<file path="src/rtl/tevt_pkg.sv">
// Package: shared register address map for the transient event monitor.
// Assumes a 3-bit register address space; unused addresses read zero.
package tevt_pkg;

    localparam int ADDR_W = 3;

    typedef logic [ADDR_W-1:0] reg_addr_t;

    localparam reg_addr_t ADDR_REF      = 3'd0;
    localparam reg_addr_t ADDR_SNAP_DEP = 3'd1;
    localparam reg_addr_t ADDR_SNAP_RET = 3'd2;
    localparam reg_addr_t ADDR_COUNT    = 3'd3;
    localparam reg_addr_t ADDR_PAIR     = 3'd4;

endpackage

</file>
<file path="src/rtl/tevt_sticky_flag.sv">
// Module: one sticky transient flag followed by a persistence filter.
// The flag sets on evt_i and is reported (conf_o) only after it has been
// set for FILT_LEN consecutive clocks. win_end_i clears only a confirmed
// flag; an unconfirmed one keeps counting, and a new event in the clear
// clock re-arms the flag. Assumes FILT_LEN >= 1.
module tevt_sticky_flag #(
    parameter int FILT_LEN = 3
) (
    input  logic clk,
    input  logic rst_n,
    input  logic evt_i,
    input  logic win_end_i,
    output logic flag_o,
    output logic conf_o
);

    localparam int CW = $clog2(FILT_LEN + 1);
    localparam logic [CW-1:0] FULL = CW'(FILT_LEN);

    logic          flag_q;
    logic [CW-1:0] run_q;
    logic          drop;

    assign conf_o  = flag_q && (run_q == FULL);
    assign flag_o  = flag_q;
    assign drop    = win_end_i && conf_o;

    // Sticky flag: set by an event, released only once reported.
    always_ff @(posedge clk) begin
        if (!rst_n) begin
            flag_q <= 1'b0;
        end else begin
            flag_q <= evt_i || (flag_q && !drop);
        end
    end

    // Persistence counter: counts clocks the flag has stayed set.
    always_ff @(posedge clk) begin
        if (!rst_n) begin
            run_q <= '0;
        end else if (drop || !flag_q) begin
            run_q <= '0;
        end else if (run_q != FULL) begin
            run_q <= run_q + 1'b1;
        end
    end

endmodule

</file>
<file path="src/rtl/tevt_chan_capture.sv">
// Module: per-channel edge detector with departure and return flags.
// Judges each edge against the channel's reference level: an edge away
// from it is a departure, an edge toward it a return. Assumes mon_i is
// already synchronous to clk. The previous sample resets to 0.
module tevt_chan_capture #(
    parameter int FILT_LEN = 3
) (
    input  logic clk,
    input  logic rst_n,
    input  logic mon_i,
    input  logic ref_i,
    input  logic win_end_i,
    output logic dep_flag_o,
    output logic ret_flag_o,
    output logic dep_conf_o,
    output logic ret_conf_o
);

    logic prev_q;
    logic rise, fall;
    logic dep_evt, ret_evt;

    // Previous sample of the monitored signal for edge detection.
    always_ff @(posedge clk) begin
        if (!rst_n) begin
            prev_q <= 1'b0;
        end else begin
            prev_q <= mon_i;
        end
    end

    // Map raw edges onto departure/return using the reference level.
    always_comb begin
        rise    = mon_i && !prev_q;
        fall    = !mon_i && prev_q;
        dep_evt = ref_i ? fall : rise;
        ret_evt = ref_i ? rise : fall;
    end

    tevt_sticky_flag #(.FILT_LEN(FILT_LEN)) u_dep (
        .clk       (clk),
        .rst_n     (rst_n),
        .evt_i     (dep_evt),
        .win_end_i (win_end_i),
        .flag_o    (dep_flag_o),
        .conf_o    (dep_conf_o)
    );

    tevt_sticky_flag #(.FILT_LEN(FILT_LEN)) u_ret (
        .clk       (clk),
        .rst_n     (rst_n),
        .evt_i     (ret_evt),
        .win_end_i (win_end_i),
        .flag_o    (ret_flag_o),
        .conf_o    (ret_conf_o)
    );

endmodule

</file>
<file path="src/rtl/tevt_window_timer.sv">
// Module: free-running window timer.
// Raises win_end_o for one clock every PERIOD clocks; the first pulse is
// in the clock before the PERIOD-th edge after reset. Assumes PERIOD >= 2.
module tevt_window_timer #(
    parameter int PERIOD = 500000
) (
    input  logic clk,
    input  logic rst_n,
    output logic win_end_o
);

    localparam int TW = (PERIOD > 1) ? $clog2(PERIOD) : 1;
    localparam logic [TW-1:0] LAST = TW'(PERIOD - 1);

    logic [TW-1:0] tmr_q;

    assign win_end_o = (tmr_q == LAST);

    // Cycle counter wrapping at the end of each window.
    always_ff @(posedge clk) begin
        if (!rst_n) begin
            tmr_q <= '0;
        end else if (win_end_o) begin
            tmr_q <= '0;
        end else begin
            tmr_q <= tmr_q + 1'b1;
        end
    end

endmodule

</file>
<file path="src/rtl/tevt_reg_bank.sv">
// Module: reference register, snapshot registers, pair summary and the
// saturating event count, with a combinational read mux.
// Assumes NCH is even, NCH <= DATA_W and CNT_W <= DATA_W.
module tevt_reg_bank
    import tevt_pkg::*;
#(
    parameter int NCH    = 8,
    parameter int CNT_W  = 16,
    parameter int DATA_W = 16
) (
    input  logic              clk,
    input  logic              rst_n,
    input  logic              wr_en_i,
    input  reg_addr_t         addr_i,
    input  logic [DATA_W-1:0] wdata_i,
    input  logic              win_end_i,
    input  logic [NCH-1:0]    dep_conf_i,
    input  logic [NCH-1:0]    ret_conf_i,
    output logic [NCH-1:0]    ref_o,
    output logic [NCH-1:0]    snap_dep_o,
    output logic [NCH-1:0]    snap_ret_o,
    output logic [CNT_W-1:0]  count_o,
    output logic [DATA_W-1:0] rdata_o
);

    localparam int NPAIR = NCH / 2;
    localparam int AW    = $clog2(2 * NCH + 1);
    localparam int SUM_W = ((CNT_W > AW) ? CNT_W : AW) + 1;
    localparam logic [SUM_W-1:0] CNT_MAX = {{(SUM_W-CNT_W){1'b0}}, {CNT_W{1'b1}}};

    logic [NCH-1:0]   ref_q, snap_dep_q, snap_ret_q;
    logic [NPAIR-1:0] pair_q, pair_now;
    logic [CNT_W-1:0] count_q;
    logic [AW-1:0]    add;
    logic [SUM_W-1:0] sum;
    logic             cnt_clr;

    assign cnt_clr = wr_en_i && (addr_i == ADDR_COUNT);

    generate
        if (DATA_W > NCH) begin : g_spare
            logic spare_unused;
            assign spare_unused = ^wdata_i[DATA_W-1:NCH];
        end
        for (genvar p = 0; p < NPAIR; p++) begin : g_pair
            assign pair_now[p] = (dep_conf_i[2*p] && dep_conf_i[2*p+1]) ||
                                 (ret_conf_i[2*p] && ret_conf_i[2*p+1]);
        end
    endgenerate

    // Reference level register, written at its own address only.
    always_ff @(posedge clk) begin
        if (!rst_n) begin
            ref_q <= '0;
        end else if (wr_en_i && (addr_i == ADDR_REF)) begin
            ref_q <= wdata_i[NCH-1:0];
        end
    end

    // Snapshot of confirmed flags and pair coincidence at window end.
    always_ff @(posedge clk) begin
        if (!rst_n) begin
            snap_dep_q <= '0;
            snap_ret_q <= '0;
            pair_q     <= '0;
        end else if (win_end_i) begin
            snap_dep_q <= dep_conf_i;
            snap_ret_q <= ret_conf_i;
            pair_q     <= pair_now;
        end
    end

    // Number of confirmed flags of both kinds in this window.
    always_comb begin
        add = '0;
        for (int i = 0; i < NCH; i++) begin
            add = add + AW'(dep_conf_i[i]) + AW'(ret_conf_i[i]);
        end
        sum = (cnt_clr ? '0 : SUM_W'(count_q)) + (win_end_i ? SUM_W'(add) : '0);
    end

    // Saturating event count; a write clears it before the add.
    always_ff @(posedge clk) begin
        if (!rst_n) begin
            count_q <= '0;
        end else if (sum > CNT_MAX) begin
            count_q <= CNT_MAX[CNT_W-1:0];
        end else begin
            count_q <= sum[CNT_W-1:0];
        end
    end

    // Read mux, zero-extending each field.
    always_comb begin
        rdata_o = '0;
        case (addr_i)
            ADDR_REF:      rdata_o[NCH-1:0]   = ref_q;
            ADDR_SNAP_DEP: rdata_o[NCH-1:0]   = snap_dep_q;
            ADDR_SNAP_RET: rdata_o[NCH-1:0]   = snap_ret_q;
            ADDR_COUNT:    rdata_o[CNT_W-1:0] = count_q;
            ADDR_PAIR:     rdata_o[NPAIR-1:0] = pair_q;
            default:       rdata_o = '0;
        endcase
    end

    assign ref_o      = ref_q;
    assign snap_dep_o = snap_dep_q;
    assign snap_ret_o = snap_ret_q;
    assign count_o    = count_q;

endmodule

</file>
<file path="src/rtl/tevt_monitor.sv">
// Module: top of the transient event capture monitor.
// One capture channel per monitored signal, a window timer and a register
// bank. Assumes mon_i is synchronous to clk, NCH even, NCH <= DATA_W and
// CNT_W <= DATA_W. Default PERIOD is 5 ms at a 100 MHz clock.
module tevt_monitor
    import tevt_pkg::*;
#(
    parameter int NCH      = 8,
    parameter int FILT_LEN = 3,
    parameter int PERIOD   = 500000,
    parameter int CNT_W    = 16,
    parameter int DATA_W   = 16
) (
    input  logic              clk,
    input  logic              rst_n,
    input  logic [NCH-1:0]    mon_i,
    input  logic              reg_wr_en,
    input  logic [ADDR_W-1:0] reg_addr,
    input  logic [DATA_W-1:0] reg_wdata,
    output logic [DATA_W-1:0] reg_rdata
);

    logic             win_tick;
    logic [NCH-1:0]   ref_level;
    logic [NCH-1:0]   cap_dep, cap_ret, conf_dep, conf_ret;
    logic [NCH-1:0]   snap_dep, snap_ret;
    logic [CNT_W-1:0] count_val;

    tevt_window_timer #(.PERIOD(PERIOD)) u_timer (
        .clk       (clk),
        .rst_n     (rst_n),
        .win_end_o (win_tick)
    );

    generate
        for (genvar c = 0; c < NCH; c++) begin : g_chan
            tevt_chan_capture #(.FILT_LEN(FILT_LEN)) u_cap (
                .clk        (clk),
                .rst_n      (rst_n),
                .mon_i      (mon_i[c]),
                .ref_i      (ref_level[c]),
                .win_end_i  (win_tick),
                .dep_flag_o (cap_dep[c]),
                .ret_flag_o (cap_ret[c]),
                .dep_conf_o (conf_dep[c]),
                .ret_conf_o (conf_ret[c])
            );
        end
    endgenerate

    tevt_reg_bank #(.NCH(NCH), .CNT_W(CNT_W), .DATA_W(DATA_W)) u_regs (
        .clk        (clk),
        .rst_n      (rst_n),
        .wr_en_i    (reg_wr_en),
        .addr_i     (reg_addr),
        .wdata_i    (reg_wdata),
        .win_end_i  (win_tick),
        .dep_conf_i (conf_dep),
        .ret_conf_i (conf_ret),
        .ref_o      (ref_level),
        .snap_dep_o (snap_dep),
        .snap_ret_o (snap_ret),
        .count_o    (count_val),
        .rdata_o    (reg_rdata)
    );

endmodule

</file>
<file path="config.mk">
export PLATFORM = sky130hd
export DESIGN_NAME = tevt_monitor
export DESIGN_NICKNAME = d
export VERILOG_FILES = /design/src/rtl/tevt_pkg.sv /design/src/rtl/tevt_sticky_flag.sv /design/src/rtl/tevt_chan_capture.sv /design/src/rtl/tevt_window_timer.sv /design/src/rtl/tevt_reg_bank.sv /design/src/rtl/tevt_monitor.sv
export SDC_FILE = /design/constraint.sdc
export NUM_CORES = 1
export LEC_CHECK = 0
export BUFFER_PORTS_ARGS = -buffer_cell sky130_fd_sc_hd__buf_4
export CAP_MARGIN = 0
export CORE_UTILIZATION = 39
export CTS_BUF_LIST = sky130_fd_sc_hd__clkbuf_4
export DETAILED_ROUTE_END_ITERATION = 10
export GPL_TIMING_DRIVEN = 0
export PLACE_DENSITY = 0.52
export RECOVER_POWER = 100
export SLEW_MARGIN = 20
export SYNTH_ARGS = -nofsm -noshare
export SYNTH_HDL_FRONTEND = slang
export SYNTH_SLANG_ARGS = --single-unit
export TNS_END_PERCENT = 10
</file>
<file path="constraint.sdc">
create_clock -name clk -period 15.1 [get_ports clk]
set_input_delay 1.51 -clock clk [delete_from_list [all_inputs] [get_ports clk]]
set_output_delay 1.51 -clock clk [all_outputs]
set_load 0.03 [all_outputs]
</file>
; Word-level counts from Yosys, hierarchy flattened
; Cells that the tools add are included.
[op_classes]
add_sub_neg = 33
reduce_logical = 176
eq_ne = 37
bitwise_logic = 1
mux = 22
n_lt_le_gt_ge = 1
[ops]
columns = cell, n
row1 = logical AND 1 bit, 74
row2 = adder 5 x 1 -> 5 bit, 14
row3 = logical NOT 1 bit, 48
row4 = logical OR 1 bit, 36
row5 = OR reduction 2 bit, 17
row6 = "adder 2 x 1 -> 2 bit, second input constant", 16
row7 = "== test 2 bit, second input constant", 16
row8 = 2-to-1 mux 16 bit, 2
row9 = "!= test 2 bit, second input constant", 16
row10 = case mux 4 bit (5 select lines), 1
row11 = "adder 19 x 1 -> 19 bit, second input constant", 1
row12 = "== test 19 bit, second input constant", 1
row13 = adder 17 bit, 1
row14 = "> comparator 17 x 16 -> 1 bit, second input constant", 1
row15 = 2-to-1 mux 1 bit, 16
row16 = case mux 4 bit (4 select lines), 1
row17 = 2-to-1 mux 8 bit, 1
row18 = "== test 3 x 2 -> 1 bit, second input constant", 2
row19 = 2-to-1 mux 5 bit, 1
row20 = "== test 3 x 1 -> 1 bit, second input constant", 1
row21 = "== test 3 bit, second input constant", 1
row22 = logical NOT 3 bit, 1
row23 = adder 1 x 1 -> 2 bit, 1
row24 = inverter 1 bit, 1
[totals]
output_inout_bits = 16
reg_bits = 119

; Longest topological paths before layout
[logic_depth]
word_depth = 21
depth_mapped = 23

; Cells and area by module
; A second synthesis with hierarchy kept.
[unflattened]
cells_unflattened = 674
hier_area_um2 = 6307.3
[modules_own_cells]
columns = module, cells_each, area_per_inst_um2, seq_area_each_um2, instances
row1 = tevt_reg_bank, 303, 2705.1, 880.8, 1
row2 = tevt_sticky_flag, 14, 140.1, 60.1, 16
row3 = tevt_window_timer, 99, 889.6, 380.4, 1
row4 = tevt_chan_capture, 6, 58.8, 20.0, 8

; Worst setup path before layout
; No wires, ideal clock.
[synth_path]
path_type = register to register
from = register g_chan[0].u_cap.u_ret.run_q[0]
to = register u_regs.count_q[11] (netlist: u_regs.count_o[11])
path_stages_with_launch = 19
required_ns = 14.964
t_arrival_ns = 5.540
slack_ns = 9.424
cell_sequence = dfxtp_1 ha_1 nand2_1 inv_1 ha_1 inv_1 fa_1 fa_1 fa_1 fa_1 fa_1 fa_1 nor2_1 fa_1 a211o_1 a21oi_1 nor3_2 nand2_1 o211ai_1
[synth_via]
elab_chain_len = 21
[synth_lines]
columns = item, line_no
row1 = from (decl), tevt_sticky_flag.sv:21  ; logic [CW-1:0] run_q;
row2 = from (signal assigned), tevt_sticky_flag.sv:44  ; run_q <= run_q + 1'b1;
row3 = == test 2 bit *, tevt_sticky_flag.sv:24  ; assign conf_o = flag_q && (run_q == FULL);
row4 = logical AND 1 bit *, tevt_sticky_flag.sv:24
row5 = via g_chan[0].u_cap.ret_conf_o, tevt_chan_capture.sv:16  ; output logic ret_conf_o
row6 = adder 1 x 1 -> 2 bit *, tevt_reg_bank.sv:77  ; add = add + AW'(dep_conf_i[i]) + AW'(ret_conf_i[i]);
row7 = adder 5 x 1 -> 5 bit * (14 in series), tevt_reg_bank.sv:77
row8 = 2-to-1 mux 5 bit *, tevt_reg_bank.sv:79  ; sum = (cnt_clr ? '0 : SUM_W'(count_q)) + (win_end_i ? SUM_W'(add) : '0);
row9 = adder 17 bit *, tevt_reg_bank.sv:79
row10 = > comparator 17 x 16 -> 1 bit, tevt_reg_bank.sv:86  ; end else if (sum > CNT_MAX) begin
row11 = 2-to-1 mux 16 bit *, tevt_reg_bank.sv:86
row12 = to (signal assigned), tevt_reg_bank.sv:87  ; count_q <= CNT_MAX[CNT_W-1:0];
row13 = to (signal assigned), tevt_reg_bank.sv:89  ; count_q <= sum[CNT_W-1:0];
row14 = to (decl), tevt_reg_bank.sv:33  ; logic [CNT_W-1:0] count_q;
; The timed path passes the listed nets; every way through them passes the cells marked *.
; A chain may end at the register's enable or synchronous reset.

; Final worst setup path
[layout_path]
from = register g_chan[0].u_cap.u_dep.run_q[0]
to = register u_regs.count_q[6] (netlist: u_regs.count_o[6])
[layout_via]
elab_chain_len = 21
[layout_lines]
columns = item, line_no
row1 = from (decl), tevt_sticky_flag.sv:21
row2 = from (signal assigned), tevt_sticky_flag.sv:44
row3 = == test 2 bit *, tevt_sticky_flag.sv:24
row4 = logical AND 1 bit *, tevt_sticky_flag.sv:24
row5 = via g_chan[0].u_cap.dep_conf_o, tevt_chan_capture.sv:15  ; output logic dep_conf_o,
row6 = adder 1 x 1 -> 2 bit *, tevt_reg_bank.sv:77
row7 = adder 5 x 1 -> 5 bit * (14 in series), tevt_reg_bank.sv:77
row8 = 2-to-1 mux 5 bit *, tevt_reg_bank.sv:79
row9 = adder 17 bit *, tevt_reg_bank.sv:79
row10 = > comparator 17 x 16 -> 1 bit, tevt_reg_bank.sv:86
row11 = 2-to-1 mux 16 bit *, tevt_reg_bank.sv:86
; Marks and branches as above.

==> metrics.yaml <==
detailed_routing:
  drt_iter0_markers: 245
  route.vias.total: 5114
  wl_mm: 15.8
  firstDrtPassIters: 4
  drc: 0
  ant_nets: 0
  avgRoutedWirePerCell_um: 16.2
  vias_per_cell: 5.24
finish:
  mostFrequentLayoutCells: "dfxtp_1 (119), nand2_1 (93), nand3_1 (60)"
  area_delta_synth_final_pct: 11.9
  drive_gt1_share_pct: 10.7
  n_fill_cell: 1556
  design.final.nets: 819
  mostFrequentLayoutCell: "dfxtp_1"
synth:
  synth_top_area_share_pct: 38.4
  avgSynthCellArea_um2: 8.89
  yosys_warnings: 0
  synth_fa_ha_area_share_pct: 9.00
  syn_nets: 766
  async_flop_share_pct: 0
  synth_largest_area_cell: "dfxtp_1"
  ys_seq_area_share_pct: 38.4
  synth_area_leaders: "dfxtp_1 (38%), nand2_1 (5.6%), ha_1 (5.4%)"
  synth_edf_count: 0
  synth_top_family_by_area: "simple AND/OR/NAND/NOR gates"
  syn_area_um2: 6200
  synth_compound_area_share_pct: 14.8
  ys_types: 50
  syn_inst: 698
  synthMuxAreaShare_pct: 3.17
  synthXorXnorAreaFrac_pct: 2.82
  synth-seq-cells: 119
  synth-simple-area-share_pct: 28.5
  synth-main-ff-cell: "dfxtp_1"
placement:
  gp_congestion: 0.823
  place_hpwl_mm: 11.4
  port_buffers: 34
global_routing:
  overflow: 0
  track_usage_pct: 20.9
  antenna_found_initial: 1
  first_global_vias: 5005
  grt_start_max_net_pins: 17
  grt_pass1_wl_mm: 25.8
cts:
  cts_tree: "done"
  cts_setup_buffers: 0
  cts_htree_levels: 4
  clock_sinks: 119
  cts_max_path_buffers: 2
  cts_root_buffer: "clkbuf_4"
  clk_latency_ns: 0.54
  clk_pin_slew_ns: 0.10
  cts_buffers: 17
  holdBufCountCts: 0
  cts-resized-gates: 0
worst_setup_path:
  cp_data_arrival_time_ns: 7.16
  path_cells: "ha_1 -> nand2_1 -> inv_1 -> ha_1 -> inv_1 -> fa_1 -> fa_1 -> fa_1 -> fa_1 -> fa_1 -> fa_1 -> nor2b_1 -> o21ai_0 -> nor2_1 -> ha_1 -> o21a_1 -> a21oi_1 -> nor3_1 -> nand2_1 -> o211ai_1"
  critPathSlowestCell: "nor3_1"
  endpoint_kind: "flop"
  critPathMaxFanout: 8
  required_ns: 15.56
  setup.worst_path.start_class: "flop"
  path_delay_family: "adder cells"
  path_class: "flop to flop"
  crit_buf_inv: 2
  cpPeakStageDelay_ns: 0.91
  crit_top_cell: "fa_1"
sta:
  hold_slack_ns: 0.468
  final-max-slew-violation-count: 9
  tightest_slew_ns: 1.94
  relSlewSlack_pct: -31.1
  clock.fmax_mhz: 149
  layout_min_cycle_time_ns: 6.70
  rsz0062_at_grt: "false"
  fin_tns_setup_ns: 0
  setup_viol_count_final: 0
  hold_violations: 0
  fin_crit_sh_pct: 44.4
  fin_skew_ns: 0.0176
flow_run:
  max_cap_violations: 1
floorplanning:
  fp.dieW_um: 128
  die_h_um: 128
  core_um2: 15400
  dieArea_um2: 16400
  rows: 45
  start_util_pct: 40.4
  io_pins: 46
run_status:
  status: "finished, violations left"
  violations: "capacitance limit, slew limit"
power:
  leakagePower_nw: 2.70
  p_per_area_nw_per_um2: 86.2
  max-vdd-ir-drop_mv: 0.0535
worst_hold_path:
  hold_path.class: "flop to flop"
==> state kept, by name, summed over array words and instances, names as in the netlist, 16 cells and up <==
name and flops:
g_chan.u_cap.u_dep.run_q 16, g_chan.u_cap.u_ret.run_q 16, u_regs.count_o 16, u_timer.tmr_q 19
==> worst paths after layout <==
| path | from | to | slack (ns) | depth (start not counted) |
|---|---|---|---|---|
| setup / recovery | g_chan[0].u_cap.u_dep.run_q[0] | u_regs.count_o[6] | 8.40 | 20 |
| hold reg to reg | u_regs.snap_dep_o[4] | u_regs.snap_dep_o[4] | 0.47 | 2 |
| setup reg to reg | g_chan[0].u_cap.u_dep.run_q[0] | u_regs.count_o[6] | 8.40 | 20 |
| hold / removal | u_regs.snap_dep_o[4] | u_regs.snap_dep_o[4] | 0.47 | 2 |
==> cell families (layout without fill, tap and decap cells) <==
logic type,count (synthesis),in the layout
simple gates,326,326
compound gates,136,136
flops,119,119
buf+inv,47,113
fa+ha+maj,38,38
xor+xnor,20,20
mux,12,12
other cells,0,1
==> worst register-to-register path, delay by kind of cell, from the launching register on <==
| kind | cells | cell delay [ns] |
|---|---|---|
| fa+ha+maj | 9 | 3.74 |
| compound gates | 4 | 0.67 |
| flops | 1 | 0.34 |
| simple gates | 5 | 1.76 |
| buf+inv | 2 | 0.13 |
==> stage by stage <==
step / setup slack, ns / std cells / util (%) / area [um2] / power [mW]
after floorplan: 9.42 / 698 / - / 6200 / 0.357
after global placement: 8.75 / 943 / 43.7 / 6720 / 0.370
after detailed placement: 8.66 / 943 / 43.7 / 6720 / 0.371
after CTS: 8.57 / 975 / 45.5 / 7000 / 0.606
after global routing: 7.96 / 976 / 45.2 / 6940 / 0.622
final: 8.40 / 976 / 45.2 / 6940 / 0.598
==> Yosys cell counts, drive strengths merged (3+ instances only) <==
cell type,instances
and2,29
o211ai,5
mux2i,5
a21boi,45
nand2,93
nor3,6
a21o,3
xor2,12
ha,27
clkbuf,21
dfxtp,119
mux4,6
nor3b,18
nand3,60
fa,11
nor2b,9
or2,18
o21a,8
nor2,33
or3,3
nand4b,6
xnor2,8
and3,3
nand4,7
buf,8
and3b,16
nand2b,16
o21ai,7
o31a,16
inv,18
a21oi,44
==> metal layers <==
layer	GRT usage (%)	part of all wire (%)	routed length, um
met1	27.4	49	7710
met2	34.2	46	7260
met3	4.42	3.7	576
met4	6.57	1.4	225
met5	0	0	0
==> final cells by class <==
cell class | count | area (um2) | area share (%)
clock inverter | 13 | 136 | 1.97
tap | 211 | 264 | 3.80
clock buffer | 19 | 143 | 2.06
antenna | 1 | 2.50 | 0.0361
inverter | 18 | 67.6 | 0.973
sequential | 119 | 2380 | 34.3
buffer | 29 | 129 | 1.86
timing repair buffer | 34 | 218 | 3.14
multi-input combinational | 532 | 3600 | 51.8
==> power by group <==
| part | switching, mW | internal [mW] | total (mW) |
|---|---|---|---|
| logic | 0.0190 | 0.0163 | 0.0353 |
| registers | 0.00631 | 0.321 | 0.328 |
| clock network | 0.120 | 0.115 | 0.235 |
| total | 0.146 | 0.452 | 0.598 |
Note: power is estimated with default switching activity, not from simulation.
